--- src/rtl/capt_pkg.sv ---
package capt_pkg;

    localparam int NUM_CH  = 2;
    localparam int RATE_W  = 3;
    localparam int EDGE_W  = 2;
    localparam int CHCTL_W = EDGE_W + 1 + RATE_W;
    localparam int CNCTL_W = 1 + RATE_W;

    typedef enum logic [EDGE_W-1:0] {
        EDGE_NONE = 2'b00,
        EDGE_RISE = 2'b01,
        EDGE_FALL = 2'b10,
        EDGE_BOTH = 2'b11
    } edge_mode_e;

    typedef enum logic [2:0] {
        A_COUNT  = 3'd0,
        A_CNTCTL = 3'd1,
        A_CH0CTL = 3'd2,
        A_CH1CTL = 3'd3,
        A_CAP0   = 3'd4,
        A_CAP1   = 3'd5,
        A_IRQ    = 3'd6,
        A_VOID   = 3'd7
    } reg_addr_e;

    typedef struct packed {
        logic              run;
        logic [RATE_W-1:0] rate;
    } cnt_ctl_t;

    typedef struct packed {
        edge_mode_e        edge_mode;
        logic              filt_on;
        logic [RATE_W-1:0] rate;
    } ch_ctl_t;

    function automatic logic edge_hit(edge_mode_e m, logic was, logic now);
        case (m)
            EDGE_RISE: return !was && now;
            EDGE_FALL: return was && !now;
            EDGE_BOTH: return was != now;
            default:   return 1'b0;
        endcase
    endfunction

endpackage

--- src/rtl/ct_prescaler.sv ---
module ct_prescaler #(
    parameter int PRE_W = 7
) (
    input  logic           clk,
    input  logic           rst,
    output logic [PRE_W:0] tick
);

    logic [PRE_W-1:0] pre_q;

    always_ff @(posedge clk) begin
        if (rst) pre_q <= '0;
        else     pre_q <= pre_q + 1'b1;
    end

    for (genvar k = 0; k <= PRE_W; k++) begin : g_tick
        if (k == 0) begin : g_every
            assign tick[k] = 1'b1;
        end else begin : g_div
            assign tick[k] = &pre_q[k-1:0];
        end
    end

endmodule

--- src/rtl/ct_counter.sv ---
module ct_counter #(
    parameter int CNT_W = 16
) (
    input  logic             clk,
    input  logic             rst,
    input  logic             run,
    input  logic             step_en,
    input  logic             load,
    input  logic [CNT_W-1:0] load_val,
    output logic [CNT_W-1:0] count
);

    always_ff @(posedge clk) begin
        if (rst)                 count <= '0;
        else if (load)           count <= load_val;
        else if (run && step_en) count <= count + 1'b1;
    end

    AST_CNT_LOAD: assert property (@(posedge clk) disable iff (rst)
        load |=> count == $past(load_val));

    AST_CNT_HOLD: assert property (@(posedge clk) disable iff (rst)
        (!load && !run) |=> count == $past(count));

    AST_CNT_STEP: assert property (@(posedge clk) disable iff (rst)
        !load |=> (count == $past(count) || count == CNT_W'($past(count) + 1'b1)));

endmodule

--- src/rtl/ct_capture_chan.sv ---
module ct_capture_chan
    import capt_pkg::*;
#(
    parameter int CNT_W = 16
) (
    input  logic             clk,
    input  logic             rst,
    input  logic             pin,
    input  ch_ctl_t          ctl,
    input  logic             sample_tick,
    input  logic [CNT_W-1:0] count,
    output logic             evt,
    output logic [CNT_W-1:0] cap
);

    logic [1:0] sync_q;
    logic       smp;
    logic       lvl_q, lvl_n;
    logic [1:0] hist_q, hist_n;

    assign smp = sync_q[1];

    always_ff @(posedge clk) begin
        if (rst) sync_q <= '0;
        else     sync_q <= {sync_q[0], pin};
    end

    always_comb begin
        lvl_n  = lvl_q;
        hist_n = hist_q;
        if (!ctl.filt_on) begin
            lvl_n  = smp;
            hist_n = {2{smp}};
        end else if (sample_tick) begin
            hist_n = {hist_q[0], smp};
            if (hist_q == {2{smp}}) lvl_n = smp;
        end
    end

    always_ff @(posedge clk) begin
        if (rst) begin
            lvl_q  <= 1'b0;
            hist_q <= '0;
        end else begin
            lvl_q  <= lvl_n;
            hist_q <= hist_n;
        end
    end

    assign evt = edge_hit(ctl.edge_mode, lvl_q, lvl_n);

    always_ff @(posedge clk) begin
        if (rst)      cap <= '0;
        else if (evt) cap <= count;
    end

    AST_FILT_ON_TICK: assert property (@(posedge clk) disable iff (rst)
        ($past(ctl.filt_on) && lvl_q != $past(lvl_q)) |-> $past(sample_tick));

    AST_CAP_ON_EVT: assert property (@(posedge clk) disable iff (rst)
        (cap != $past(cap)) |-> $past(evt));

endmodule

--- src/rtl/ct_irq_flags.sv ---
module ct_irq_flags #(
    parameter int N = 2
) (
    input  logic         clk,
    input  logic         rst,
    input  logic [N-1:0] evt,
    input  logic         wr,
    input  logic [N-1:0] wflags,
    input  logic [N-1:0] wen,
    output logic [N-1:0] flags,
    output logic [N-1:0] en,
    output logic         irq
);

    always_ff @(posedge clk) begin
        if (rst) begin
            flags <= '0;
            en    <= '0;
        end else begin
            if (wr) en <= wen;
            flags <= (wr ? (flags & wflags) : flags) | evt;
        end
    end

    assign irq = |(flags & en);

    for (genvar i = 0; i < N; i++) begin : g_chk
        AST_FLAG_STICKY: assert property (@(posedge clk) disable iff (rst)
            (flags[i] && !(wr && !wflags[i])) |=> flags[i]);

        AST_SET_WINS: assert property (@(posedge clk) disable iff (rst)
            evt[i] |=> flags[i]);

        AST_FLAG_SOURCE: assert property (@(posedge clk) disable iff (rst)
            $rose(flags[i]) |-> $past(evt[i]));
    end

endmodule

--- src/rtl/dual_capture_timer.sv ---
module dual_capture_timer
    import capt_pkg::*;
#(
    parameter int CNT_W = 16,
    parameter int PRE_W = 7
) (
    input  logic                 clk,
    input  logic                 rst,
    input  logic [NUM_CH-1:0]    cap_in,
    input  logic [2:0]           reg_addr,
    input  logic                 reg_wr,
    input  logic [CNT_W-1:0]     wr_data,
    output logic [CNT_W-1:0]     rd_data,
    output logic                 irq
);

    logic [PRE_W:0]    tick;
    logic [CNT_W-1:0]  count;
    cnt_ctl_t          cnt_ctl;
    ch_ctl_t           ch_ctl [NUM_CH];
    logic [NUM_CH-1:0] evt;
    logic [CNT_W-1:0]  cap [NUM_CH];
    logic [NUM_CH-1:0] flags, en;
    logic              irq_wr;

    ct_prescaler #(.PRE_W(PRE_W)) u_pre (
        .clk  (clk),
        .rst  (rst),
        .tick (tick)
    );

    ct_counter #(.CNT_W(CNT_W)) u_cnt (
        .clk      (clk),
        .rst      (rst),
        .run      (cnt_ctl.run),
        .step_en  (tick[cnt_ctl.rate]),
        .load     (reg_wr && reg_addr == A_COUNT),
        .load_val (wr_data),
        .count    (count)
    );

    always_ff @(posedge clk) begin
        if (rst)                               cnt_ctl <= '0;
        else if (reg_wr && reg_addr == A_CNTCTL) cnt_ctl <= cnt_ctl_t'(wr_data[CNCTL_W-1:0]);
    end

    for (genvar i = 0; i < NUM_CH; i++) begin : g_ch
        localparam logic [2:0] CTL_ADDR = 3'(int'(A_CH0CTL) + i);

        always_ff @(posedge clk) begin
            if (rst)                                 ch_ctl[i] <= '0;
            else if (reg_wr && reg_addr == CTL_ADDR) ch_ctl[i] <= ch_ctl_t'(wr_data[CHCTL_W-1:0]);
        end

        ct_capture_chan #(.CNT_W(CNT_W)) u_chan (
            .clk         (clk),
            .rst         (rst),
            .pin         (cap_in[i]),
            .ctl         (ch_ctl[i]),
            .sample_tick (tick[ch_ctl[i].rate]),
            .count       (count),
            .evt         (evt[i]),
            .cap         (cap[i])
        );
    end

    assign irq_wr = reg_wr && reg_addr == A_IRQ;

    ct_irq_flags #(.N(NUM_CH)) u_irq (
        .clk    (clk),
        .rst    (rst),
        .evt    (evt),
        .wr     (irq_wr),
        .wflags (wr_data[NUM_CH-1:0]),
        .wen    (wr_data[2*NUM_CH-1:NUM_CH]),
        .flags  (flags),
        .en     (en),
        .irq    (irq)
    );

    always_comb begin
        rd_data = '0;
        case (reg_addr_e'(reg_addr))
            A_COUNT:  rd_data = count;
            A_CNTCTL: rd_data[CNCTL_W-1:0] = cnt_ctl;
            A_CH0CTL: rd_data[CHCTL_W-1:0] = ch_ctl[0];
            A_CH1CTL: rd_data[CHCTL_W-1:0] = ch_ctl[1];
            A_CAP0:   rd_data = cap[0];
            A_CAP1:   rd_data = cap[1];
            A_IRQ:    rd_data[2*NUM_CH-1:0] = {en, flags};
            default:  rd_data = '0;
        endcase
    end

endmodule

--- config.mk ---
export PLATFORM = sky130hd
export DESIGN_NAME = dual_capture_timer
export DESIGN_NICKNAME = d
export VERILOG_FILES = /design/src/rtl/capt_pkg.sv /design/src/rtl/ct_prescaler.sv /design/src/rtl/ct_counter.sv /design/src/rtl/ct_capture_chan.sv /design/src/rtl/ct_irq_flags.sv /design/src/rtl/dual_capture_timer.sv
export SDC_FILE = /design/constraint.sdc
export NUM_CORES = 1
export LEC_CHECK = 0
export BUFFER_PORTS_ARGS = -buffer_cell sky130_fd_sc_hd__buf_2
export CAP_MARGIN = 20
export CORE_MARGIN = 2
export CORE_UTILIZATION = 30
export CTS_BUF_LIST = sky130_fd_sc_hd__clkbuf_2 sky130_fd_sc_hd__clkbuf_4 sky130_fd_sc_hd__clkbuf_8
export CTS_CLUSTER_SIZE = 10
export DETAILED_ROUTE_END_ITERATION = 8
export PLACE_DENSITY_LB_ADDON = 0.12
export SLEW_MARGIN = 20
export SYNTH_ARGS = -nofsm -noshare
export SYNTH_HDL_FRONTEND = slang
export SYNTH_HIERARCHICAL = 1
export SYNTH_SLANG_ARGS = --single-unit
--- constraint.sdc ---
create_clock -name clk -period 8 [get_ports clk]
set_input_delay 1.2 -clock clk [delete_from_list [all_inputs] [get_ports clk]]
set_output_delay 1.2 -clock clk [all_outputs]
set_load 0.01 [all_outputs]
==> qor.yml <==
layout:
  fin_nets: 690
  final_area_um2: 6090
  area_growth_pct: 7.84
  layout_common_cells: "dfxtp_1 (73), nor2_1 (70), nor2b_1 (43)"
  drive_above_1_share_pct: 17.4
  diodes: 0
  layout_commonest_cell: "dfxtp_1"
  stdcell_count: 900
sta:
  tightest_slew_ns: 0.918
  setup_ws_ns: 4.00
  setup_viol: 0
  fin_crit_sh_pct: 50.0
  slew-limit-headroom_pct: 38.7
  timing.fmax_mhz: 250
  tns_ns: 0
  slew_violations: 0
  finalClockSkew_ns: 0.0174
  layout_min_cycle_time_ns: 4.00
  grt_setup_unrepaired: "false"
  hold_viol: 0
cts:
  htree_num_levels: 3
  clk_latency_ns: 0.38
  path_clk_slew_ns: 0.10
  cts_tree: "done"
  cts_buffers: 9
  cts_root_buf: "clkbuf_8"
  cts_resized: 0
  cts_hold_buf: 0
  postCtsSetupBuffers: 0
  clockBufferDepth: 2
  cts.sinks: 85
logic_synthesis:
  yosysWarnings: 6
  ys_async_sr_fraction_pct: 0
  synth_compound_area_share_pct: 16.9
  synthTopCellsByArea: "dfxtp_1 (26%), edfxtp_1 (6.4%), o2111ai_1 (5.0%)"
  synth_xor_xnor_area_share_pct: 2.17
  synth_top_family_by_area: "simple AND/OR/NAND/NOR gates"
  synth_nets: 685
  yosysUniqueCellTypes: 68
  yosys.area.top_type: "dfxtp_1"
  synth_seq_area_share_pct: 32.3
  ys_ff_latch: 85
  syn_avg_cell_area_um2: 8.61
  synth_edf_count: 12
  synthSimpleGateAreaFrac_pct: 32.3
  synth.area.mux_share_pct: 9.35
  synth_cells: 656
  synth-main-ff-cell: "dfxtp_1"
  syn_area_um2: 5650
  synth_top_cell_area_share_pct: 25.9
  synthAdderAreaFrac_pct: 1.11
power:
  power_frac_seq_pct: 51.9
  vdd_drop_max_mv: 0.0690
  switching_share_pct: 29.2
  internal_power_mw: 0.633
  switchingPower_mw: 0.261
  comb_power_share_pct: 12.2
  pwr_density_cell_nw_per_um2: 147
  pwr-share-clk_pct: 35.9
  power_leakage_nw: 1.99
setup_path:
  r2r_start: "u_pre/pre_q[0]$_SDFF_PP0_"
  arrival_ns: 4.25
  end_kind: "flop"
  cp_max_fo: 49
  crit_start: "u_pre/pre_q[0]$_SDFF_PP0_"
  cp-start-kind: "flop"
  path_class: "reg2reg"
  cp.required_ns: 8.24
global_routing:
  overflow: 0
  grt_first_pass_wirelength_um: 26500
  grt_pass1_vias: 4732
  antenna_found_initial: 0
  grt_max_degree: 84
  grtUsageTotal_pct: 17.0
placement:
  place_inst: 884
  globalplace.congestion: 0.798
  io_buffers: 40
  placed_cell_area_um2: 5900
  place_ws_ns: 4.00
  dpl.hpwl_um: 11300
route:
  antenna_left: 0
  met3_length_um: 698
  wirelength_um: 16600
  first_iter_violations: 278
  vias: 4958
  drcViolationCount: 0
  wl_met1_um: 7880
  post_drt_wl_per_cell_um: 18.4
  wl_met2_um: 7820
  top_layer: "met4"
  via_per_inst: 5.51
  drt_pass1_iterations: 4
die:
  fp.dieH_um: 141
  start_util_pct: 30.4
  core-area_um2: 18600
  row_count: 50
  dieArea_um2: 19900
  die_w_um: 141
  pin_count: 41
min_path:
  hold_start: "g_ch[1].u_chan/sync_q[0]$_SDFF_PP0_"
  worst_hold_path_type: "reg2reg"
job:
  drv_cap: 0
status:
  status: "completed"
worst paths after layout:
check	to	slack, ns	cells past startpoint
hold reg to reg	g_ch[1].u_chan/sync_q[1]$_SDFF_PP0_	0.45	1
setup reg to reg	u_irq/flags[1]$_SDFF_PP0_	4.00	15
setup / recovery	u_irq/flags[1]$_SDFF_PP0_	4.00	15
hold / removal	g_ch[1].u_chan/sync_q[1]$_SDFF_PP0_	0.45	1
worst max-delay path, stage by stage (launching register included):
cell	delay (ns)
dfxtp_1	0.38
ha_1	0.29
and3_4	0.19
and4_1	0.22
mux4_1	0.50
mux2_2	0.34
nand2_1	0.16
a21o_4	0.28
nor2_1	0.10
ha_1	0.28
nor2b_1	0.05
o21ai_2	0.12
buf_4	0.41
o21ai_0	0.26
nor3b_2	0.23
nor3_2	0.06
sequential cells by signal, indices dropped and copies added, names as in the netlist:
name,cells
u_pre/pre_q,7
ch_ctl,12
u_cnt/count,16
g_ch.u_chan/hist_q,4
u_irq/en,2
u_irq/flags,2
cnt_ctl,4
g_ch.u_chan/lvl_q,2
g_ch.u_chan/sync_q,4
g_ch.u_chan/cap,32
layer usage:
layer	up-vias	global-route usage, %
met2	128	27.7
met3	12	3.26
li1	2413	-
met5	-	0
met4	0	4.58
met1	2405	23.1
cell usage after synthesis (17+ instances only):
cell type,count
nand2_1,40
mux2_2,17
nor2b_1,43
clkbuf_1,21
nor2_1,70
a21oi_1,18
nand4_1,34
o21ai_0,20
dfxtp_1,73
nand2b_1,39
nand3_1,38
o21ai_1,18
o2111ai_1,32
cell type report:
class / count / area, µm²
inverter: 9 / 33.8
timing repair buffer: 46 / 255
fill: 1969 / 12500
clock inverter: 6 / 61.3
multi-input combinational: 510 / 3490
clock buffer: 10 / 131
sequential: 85 / 1820
tap: 234 / 293
cells by family after synthesis:
logic type	Yosys count
mux	41
fa+ha+maj	5
other cells	1
flops	85
simple gates	319
buf+inv	61
xor+xnor	14
compound gates	130
per-stage QoR:
step                utilization, %  hold slack (ns)  power [mW]
finish                        32.8            0.452       0.894
global route                  32.8            0.468       0.933
CTS                           32.8            0.456       0.907
detailed placement            31.7            0.429       0.583
global placement              31.6            0.426       0.582
floorplan                        -            0.414       0.550
power groups by stage:
stage | Combinational (mW) | Sequential, mW | Clock (mW)
floorplan | 0.0837 | 0.466 | 0
global placement | 0.108 | 0.474 | 0
detailed placement | 0.109 | 0.474 | 0
CTS | 0.110 | 0.464 | 0.333
global route | 0.120 | 0.466 | 0.347
finish | 0.109 | 0.464 | 0.321
(Power assumes the default switching activity.)
